$ cat src/rtl/rx_line_buffer.sv
module rx_line_buffer #(
  parameter int DW    = 8,
  parameter int DEPTH = 16
) (
  input  logic          clk,
  input  logic          rst_n,
  input  logic          rx_valid,
  input  logic [DW-1:0] rx_data,
  input  logic          rx_pe,
  input  logic          rx_fe,
  input  logic          rx_bi,
  input  logic          rd_pop,
  input  logic          lsr_rd,
  input  logic          fifo_clr,
  output logic [DW-1:0] rd_data,
  output logic [4:0]    lsr
);
  localparam int AW = $clog2(DEPTH);
  localparam int CW = $clog2(DEPTH + 1);
  localparam int EW = DW + 3;

  logic [EW-1:0] mem [DEPTH];
  logic [AW-1:0] wr_ptr, rd_ptr, rd_nxt, wr_nxt;
  logic [CW-1:0] count;
  logic [3:0]    err;

  logic empty, full, pop_ok, push_ok, ovr_set, head_chg;
  logic [2:0] new_tags, tag_set;

  assign empty   = (count == '0);
  assign full    = (count == CW'(DEPTH));
  assign pop_ok  = rd_pop & ~empty & ~fifo_clr;
  assign push_ok = rx_valid & ~fifo_clr & (~full | pop_ok);
  assign ovr_set = rx_valid & ~fifo_clr & full & ~pop_ok;

  assign rd_nxt = (rd_ptr == AW'(DEPTH - 1)) ? '0 : rd_ptr + AW'(1);
  assign wr_nxt = (wr_ptr == AW'(DEPTH - 1)) ? '0 : wr_ptr + AW'(1);

  assign head_chg = pop_ok ? ((count > CW'(1)) | push_ok) : (empty & push_ok);
  assign new_tags = (pop_ok && count > CW'(1)) ? mem[rd_nxt][EW-1:DW]
                                                : {rx_bi, rx_fe, rx_pe};
  assign tag_set  = head_chg ? new_tags : 3'b000;

  always_ff @(posedge clk) begin
    if (push_ok) mem[wr_ptr] <= {rx_bi, rx_fe, rx_pe, rx_data};
  end

  always_ff @(posedge clk or negedge rst_n) begin
    if (!rst_n) begin
      wr_ptr <= '0;
      rd_ptr <= '0;
      count  <= '0;
    end else if (fifo_clr) begin
      wr_ptr <= '0;
      rd_ptr <= '0;
      count  <= '0;
    end else begin
      if (push_ok) wr_ptr <= wr_nxt;
      if (pop_ok)  rd_ptr <= rd_nxt;
      case ({push_ok, pop_ok})
        2'b10:   count <= count + CW'(1);
        2'b01:   count <= count - CW'(1);
        default: count <= count;
      endcase
    end
  end

  always_ff @(posedge clk or negedge rst_n) begin
    if (!rst_n) err <= '0;
    else        err <= {tag_set, ovr_set} | (err & {4{~lsr_rd}});
  end

  assign rd_data = mem[rd_ptr][DW-1:0];
  assign lsr     = {err, ~empty};
endmodule


$ cat config.mk
export PLATFORM = sky130hd
export DESIGN_NAME = rx_line_buffer
export DESIGN_NICKNAME = d
export VERILOG_FILES = /design/src/rtl/rx_line_buffer.sv
export SDC_FILE = /design/constraint.sdc
export NUM_CORES = 1
export LEC_CHECK = 0
export BUFFER_PORTS_ARGS = -buffer_cell sky130_fd_sc_hd__buf_2
export CORE_UTILIZATION = 32
export DETAILED_ROUTE_END_ITERATION = 10
export PLACE_DENSITY_LB_ADDON = 0.1
export SLEW_MARGIN = 20
export SYNTH_ARGS = -nofsm -noshare
export SYNTH_HDL_FRONTEND = slang
export SYNTH_SLANG_ARGS = --single-unit
export TNS_END_PERCENT = 10
$ cat constraint.sdc
create_clock -name clk -period 2.61 [get_ports clk]
set_input_delay 0 -clock clk [delete_from_list [all_inputs] [get_ports clk]]
set_output_delay 0 -clock clk [all_outputs]
set_load 0.05 [all_outputs]
Word-level counts from Yosys, hierarchy flattened
Memory sizes are Yosys's and may differ from the RTL's.
Index checks and enable logic that the tools add are counted.

word-level totals
  flip-flop bits (word level) = 17
  bits in writable memories = 176
  input port bits = 17
  output and inout bits = 13
  word-level logic and storage cells = 49
  memories kept = 1

memories
  memory  depth  bits a word  rd ports  clocked after Yosys merged registers in  wr ports  line  RTL
  mem     16     11           2         0                                        1         22    logic [EW-1:0] mem [DEPTH];

cells by class
  add/sub/neg operators = 4
  order comparisons = 1
  equal/unequal tests = 5
  mux-type cells = 13
  bitwise operators = 16
  reduce and logical (&&, ||, !) cells = 5

operator list
  kind                                                                   count
  4-bit two-way mux                                                      6
  5-bit case mux with 2 select lines                                     1
  4-bit by 1-bit adder with 4-bit output, second input constant          2
  4-bit equality test, second input constant                             2
  1-bit AND                                                              7
  3-bit two-way mux                                                      2
  5-bit by 1-bit adder with 5-bit output, second input constant          1
  5-bit equality test, second input constant                             1
  5-bit by 1-bit > comparator with 1-bit output, second input constant   1
  5-bit zero test                                                        1
  5-bit two-way mux                                                      1
  1-bit inverter                                                         5
  5-bit by 1-bit subtractor with 5-bit output, second input constant     1
  4-bit AND                                                              1
  4-bit OR                                                               1
  2-bit nonzero test                                                     2
  1-bit two-way mux                                                      3
  3-bit nonzero test                                                     1
  2-bit by 1-bit equality test with 1-bit output, second input constant  1
  2-bit equality test, second input constant                             1
  1-bit OR                                                               2
  1-bit logical AND                                                      1

Depth between registers and ports, before layout
  depth in word-level cells = 10
  mapped depth = 9
  depth with buffers taken out = 8

Worst setup path before layout
No wires, ideal clock.

  path kind = flip-flop to flip-flop
  start point = reg count[0]
  end point = mem mem[10][0] (netlist name), enable pin
  setup time = 0.396 ns
  arrival time = 2.402 ns
  required time = 2.214 ns
  setup slack = -0.188 ns
  stages on the path, launching flop included = 8
  buffers on the path = 1
  clock period less this slack = 2.798 ns
  cell sequence = dfrtp_1 -> inv_1 -> ha_1 -> nor3b_1 -> a31oi_1 -> clkbuf_1 -> nand2_1 -> nor3b_1

on the way
  longest elaborated chain between the ends = 8
  elaborated cells on any way between the ends = 10
  those cells by class = eq/ne (1); mux (2); bitwise (6); reduce/logical (1)

ends and longest elaborated chain
  what                                       line  RTL
  start: declaration                         24    logic [CW-1:0] count;
  start signal: assignment                   61    2'b10: count <= count + CW'(1);
  start signal: assignment                   62    2'b01: count <= count - CW'(1);
  start signal: assignment                   63    default: count <= count;
  5-bit zero test                            30    assign empty = (count == '0);
  1-bit inverter                             32    assign pop_ok = rd_pop & ~empty & ~fifo_clr;
  1-bit AND (2 in a row)                     32
  1-bit OR *                                 33    assign push_ok = rx_valid & ~fifo_clr & (~full | pop_ok);
  1-bit AND *                                33
  1-bit two-way mux *                        45    if (push_ok) mem[wr_ptr] <= {rx_bi, rx_fe, rx_pe, rx_data};
  1-bit two-way mux (not written as such) *  45
  end: declaration                           22

Every way passes the cells marked *; elsewhere a longest branch is shown, timed or not.

Worst setup path in the final report
  start point = reg rd_ptr[0]
  end point = out rd_data[3]

on the way
  longest elaborated chain between the ends = 1

ends and longest elaborated chain
  what                      line  RTL
  start: declaration        23    logic [AW-1:0] wr_ptr, rd_ptr, rd_nxt, wr_nxt;
  start signal: assignment  59    if (pop_ok) rd_ptr <= rd_nxt;
  memory 16 x 11 bit        -
  end: declaration          15    output logic [DW-1:0] rd_data,

Every way passes these cells.

==> flow_summary.ini <==
[status]
status = completed

[sta]
relSlewSlack = 0.330
fin_skew_ps = 10.1
rsz0062_at_grt = true
final-hold-violation-count = 0
fmax_mhz = 405
tightest_slew_ps = 999
setup_violations = 0
slew_violations = 0
finalWorstSetupSlack_ps = 140
holdWs_ps = 18.4
fin_crit_sh = 0.946
min_period_ps = 2470

[global_routing]
antenna_found_initial = 0
gr-usage-met1 = 0.229
grt_use_met3 = 0.0289
gr-usage-met2 = 0.227
grt_pass1_vias = 4489
grt_pass1_wl_um = 29000
grt_max_degree = 57
grt_overflow = 0
busiest_layer = met1
track_usage = 0.154

[clocking]
max-clock-path-buffers = 2
root_buffer = clkbuf_16
path_clk_slew_ps = 70
cts_buffers = 17
cts_tree = built
clkSinkCount = 193
cts_setup_buffers = 0
worst_skew_pair.late_latency_ps = 420
cts_max_level = 4

[route]
wire_per_inst_um = 21.5
via_per_inst = 5.03
dr.first_iter.drc_count = 314
drtAntennaViolNets = 0
wirelength_um = 19000
vias = 4425
remaining_drc_errors = 0
dr.pass1.iters = 4

[critical_path]
worst-setup-path-type = flop to output pin
arrival_ps = 2470
reg2reg_depth = 7
path_max_fanout = 56
reg2reg_slack_ps = 190
end_kind = output pin
critPathLaunchType = flop
worstPathRequired_ps = 2610

[placed_design]
globalplace.congestion = 0.822
port_buffers = 29
dpl.hpwl_um = 12600
pre_cts_slack_ps = 214

[final_layout]
nets = 569
finalCoreUtilization = 0.391
fill_cells = 2320
synthToLayoutAreaGrowth_pct = 18.9
drive_gt1_frac = 0.259

[power_and_ir_drop]
leakage_nw = 3.27
peakVddDrop_mv = 0.395
powerDensity_mw_per_mm2 = 844

[logic_synthesis]
synth_seq_area_share = 0.708
synth_top_area_share = 0.655
syn-num-nets = 493
synth.area.top_cells = edfxtp_1 (66%), mux4_2 (6.7%), dfrtp_1 (5.3%)
yosysWarnings = 0
avgSynthCellArea_um2 = 17.3
synthesis.area_mm2 = 0.00806
ys_seq_elements = 193
synthFlopType = edfxtp_1
synthCells = 467
yosys.area.top_type = edfxtp_1
synth-edff-count = 176
ys_types = 56
postSynth.asyncResetShare = 0.0881

[worst_hold_path]
hp-class = input port to flop
whs_path_depth = 1

[job]
drv_cap = 0

[floorplanning]
core_mm2 = 0.0245
num_rows = 57
die_h_um = 161
start_util = 0.329
die_w_um = 161
fp.dieArea_mm2 = 0.0258
ios = 30
## logic make-up (layout without fill, tap and decap cells)
family | count (synthesis) | count (layout) | synth area share
mux | 66 | 66 | 0.120
fa+ha+maj | 9 | 9 | 0.0140
xor+xnor | 6 | 6 | 0.00652
buf+inv | 36 | 124 | 0.0228
flops | 193 | 193 | 0.708
simple gates | 79 | 79 | 0.0545
other cells | 0 | 1 | 0
compound gates | 78 | 78 | 0.0737
## cells in the mapped netlist (all sizes together), types with 4 or more instances
cell	count
mux2	4
a31oi	4
and3	6
clkbuf	11
mux2i	38
o31ai	5
nor2	12
a21oi	8
edfxtp	176
dfrtp	17
nand2	20
nor3b	5
nand3	10
buf	15
and2	5
a221oi	19
mux4	24
inv	10
ha	9
a22oi	9
nor3	6
o21ai	14
## path summary, 6_finish.rpt
check,from,to
max,rd_ptr[0],rd_data[3]
min,rx_bi,mem[15][10]
max reg2reg,rd_ptr[0],err[1]
min reg2reg,err[3],err[3]
max in group asynchronous,rst_n,rd_ptr[0]
min in group asynchronous,rst_n,err[2]
## placed cells by master, fill, tap and decap left out, types with 3 or more instances in the layout
cell,count
mux4_2,24
a22oi_1,9
a21oi_1,8
dfrtp_1,16
and2_1,4
and4_1,3
nor2_1,12
o31ai_1,5
xor2_1,3
o21ai_1,4
nand3_1,10
edfxtp_1,176
inv_1,9
inv_6,3
dlygate4sd3_1,15
o21ai_0,10
nor3b_2,4
mux2_2,3
buf_4,34
and3_1,5
clkbuf_16,17
buf_2,29
buf_12,4
nand2_1,19
ha_1,9
a221oi_2,3
a31oi_1,3
nand2b_1,3
mux2i_1,38
xnor2_1,3
nor3_1,5
a221oi_1,16
## metrics by stage
stage	power [W]	instance area [um^2]	setup TNS, ps	instances
6_report	0.00809	9590	0	880
5_1_grt	0.00843	9590	-10.7	879
4_1_cts	0.00816	9560	-41.3	879
3_5_place_dp	0.00566	8850	0	833
3_3_place_gp	0.00564	8850	0	833
2_1_floorplan	0.00503	8060	-8260	467
## what timing repair did
action,in CTS,in global routing
setup endpoints to repair,4,8
hold endpoints to repair,169,0
resized for setup,1,4
hold buffers,15,0
## routing by layer
metal | share of wire | wire length, um
met1 | 0.49 | 9370
met2 | 0.45 | 8560
met3 | 0.041 | 771
met4 | 0.013 | 254
met5 | 0 | 0
## cell type report
| type | count | area, um^2 | area share |
|---|---|---|---|
| inverters | 10 | 37.5 | 0.00391 |
| clock inverters | 12 | 129 | 0.0134 |
| multi-input cells | 238 | 2210 | 0.230 |
| well taps | 324 | 405 | 0.0423 |
| clock buffers | 19 | 433 | 0.0451 |
| flip-flops and latches | 193 | 5710 | 0.596 |
| repair buffers | 83 | 658 | 0.0686 |
| diodes | 1 | 2.50 | 0.000261 |
## flip-flops by register name (all words and copies together), names as in the netlist
signal  flops
count       5
err         4
mem       176
wr_ptr      4
rd_ptr      4
## worst max-delay path, cell delays in order, from the launching register on
cell and delay [ps]:
dfrtp_4 450, buf_16 360, mux2i_1 200, a221oi_1 350, buf_4 170, o21ai_0 90
nand2_1 120, buf_2 280
## report_power, final
part | leakage (nW) | internal [W] | switching (W) | total (W)
Combinational | 1.19 | 0.000788 | 0.00128 | 0.00207
Clock | 0.272 | 0.00134 | 0.00115 | 0.00249
Sequential | 1.81 | 0.00347 | 0.0000627 | 0.00353
Total | 3.27 | 0.00559 | 0.00250 | 0.00809
(Power assumes the default switching activity.)
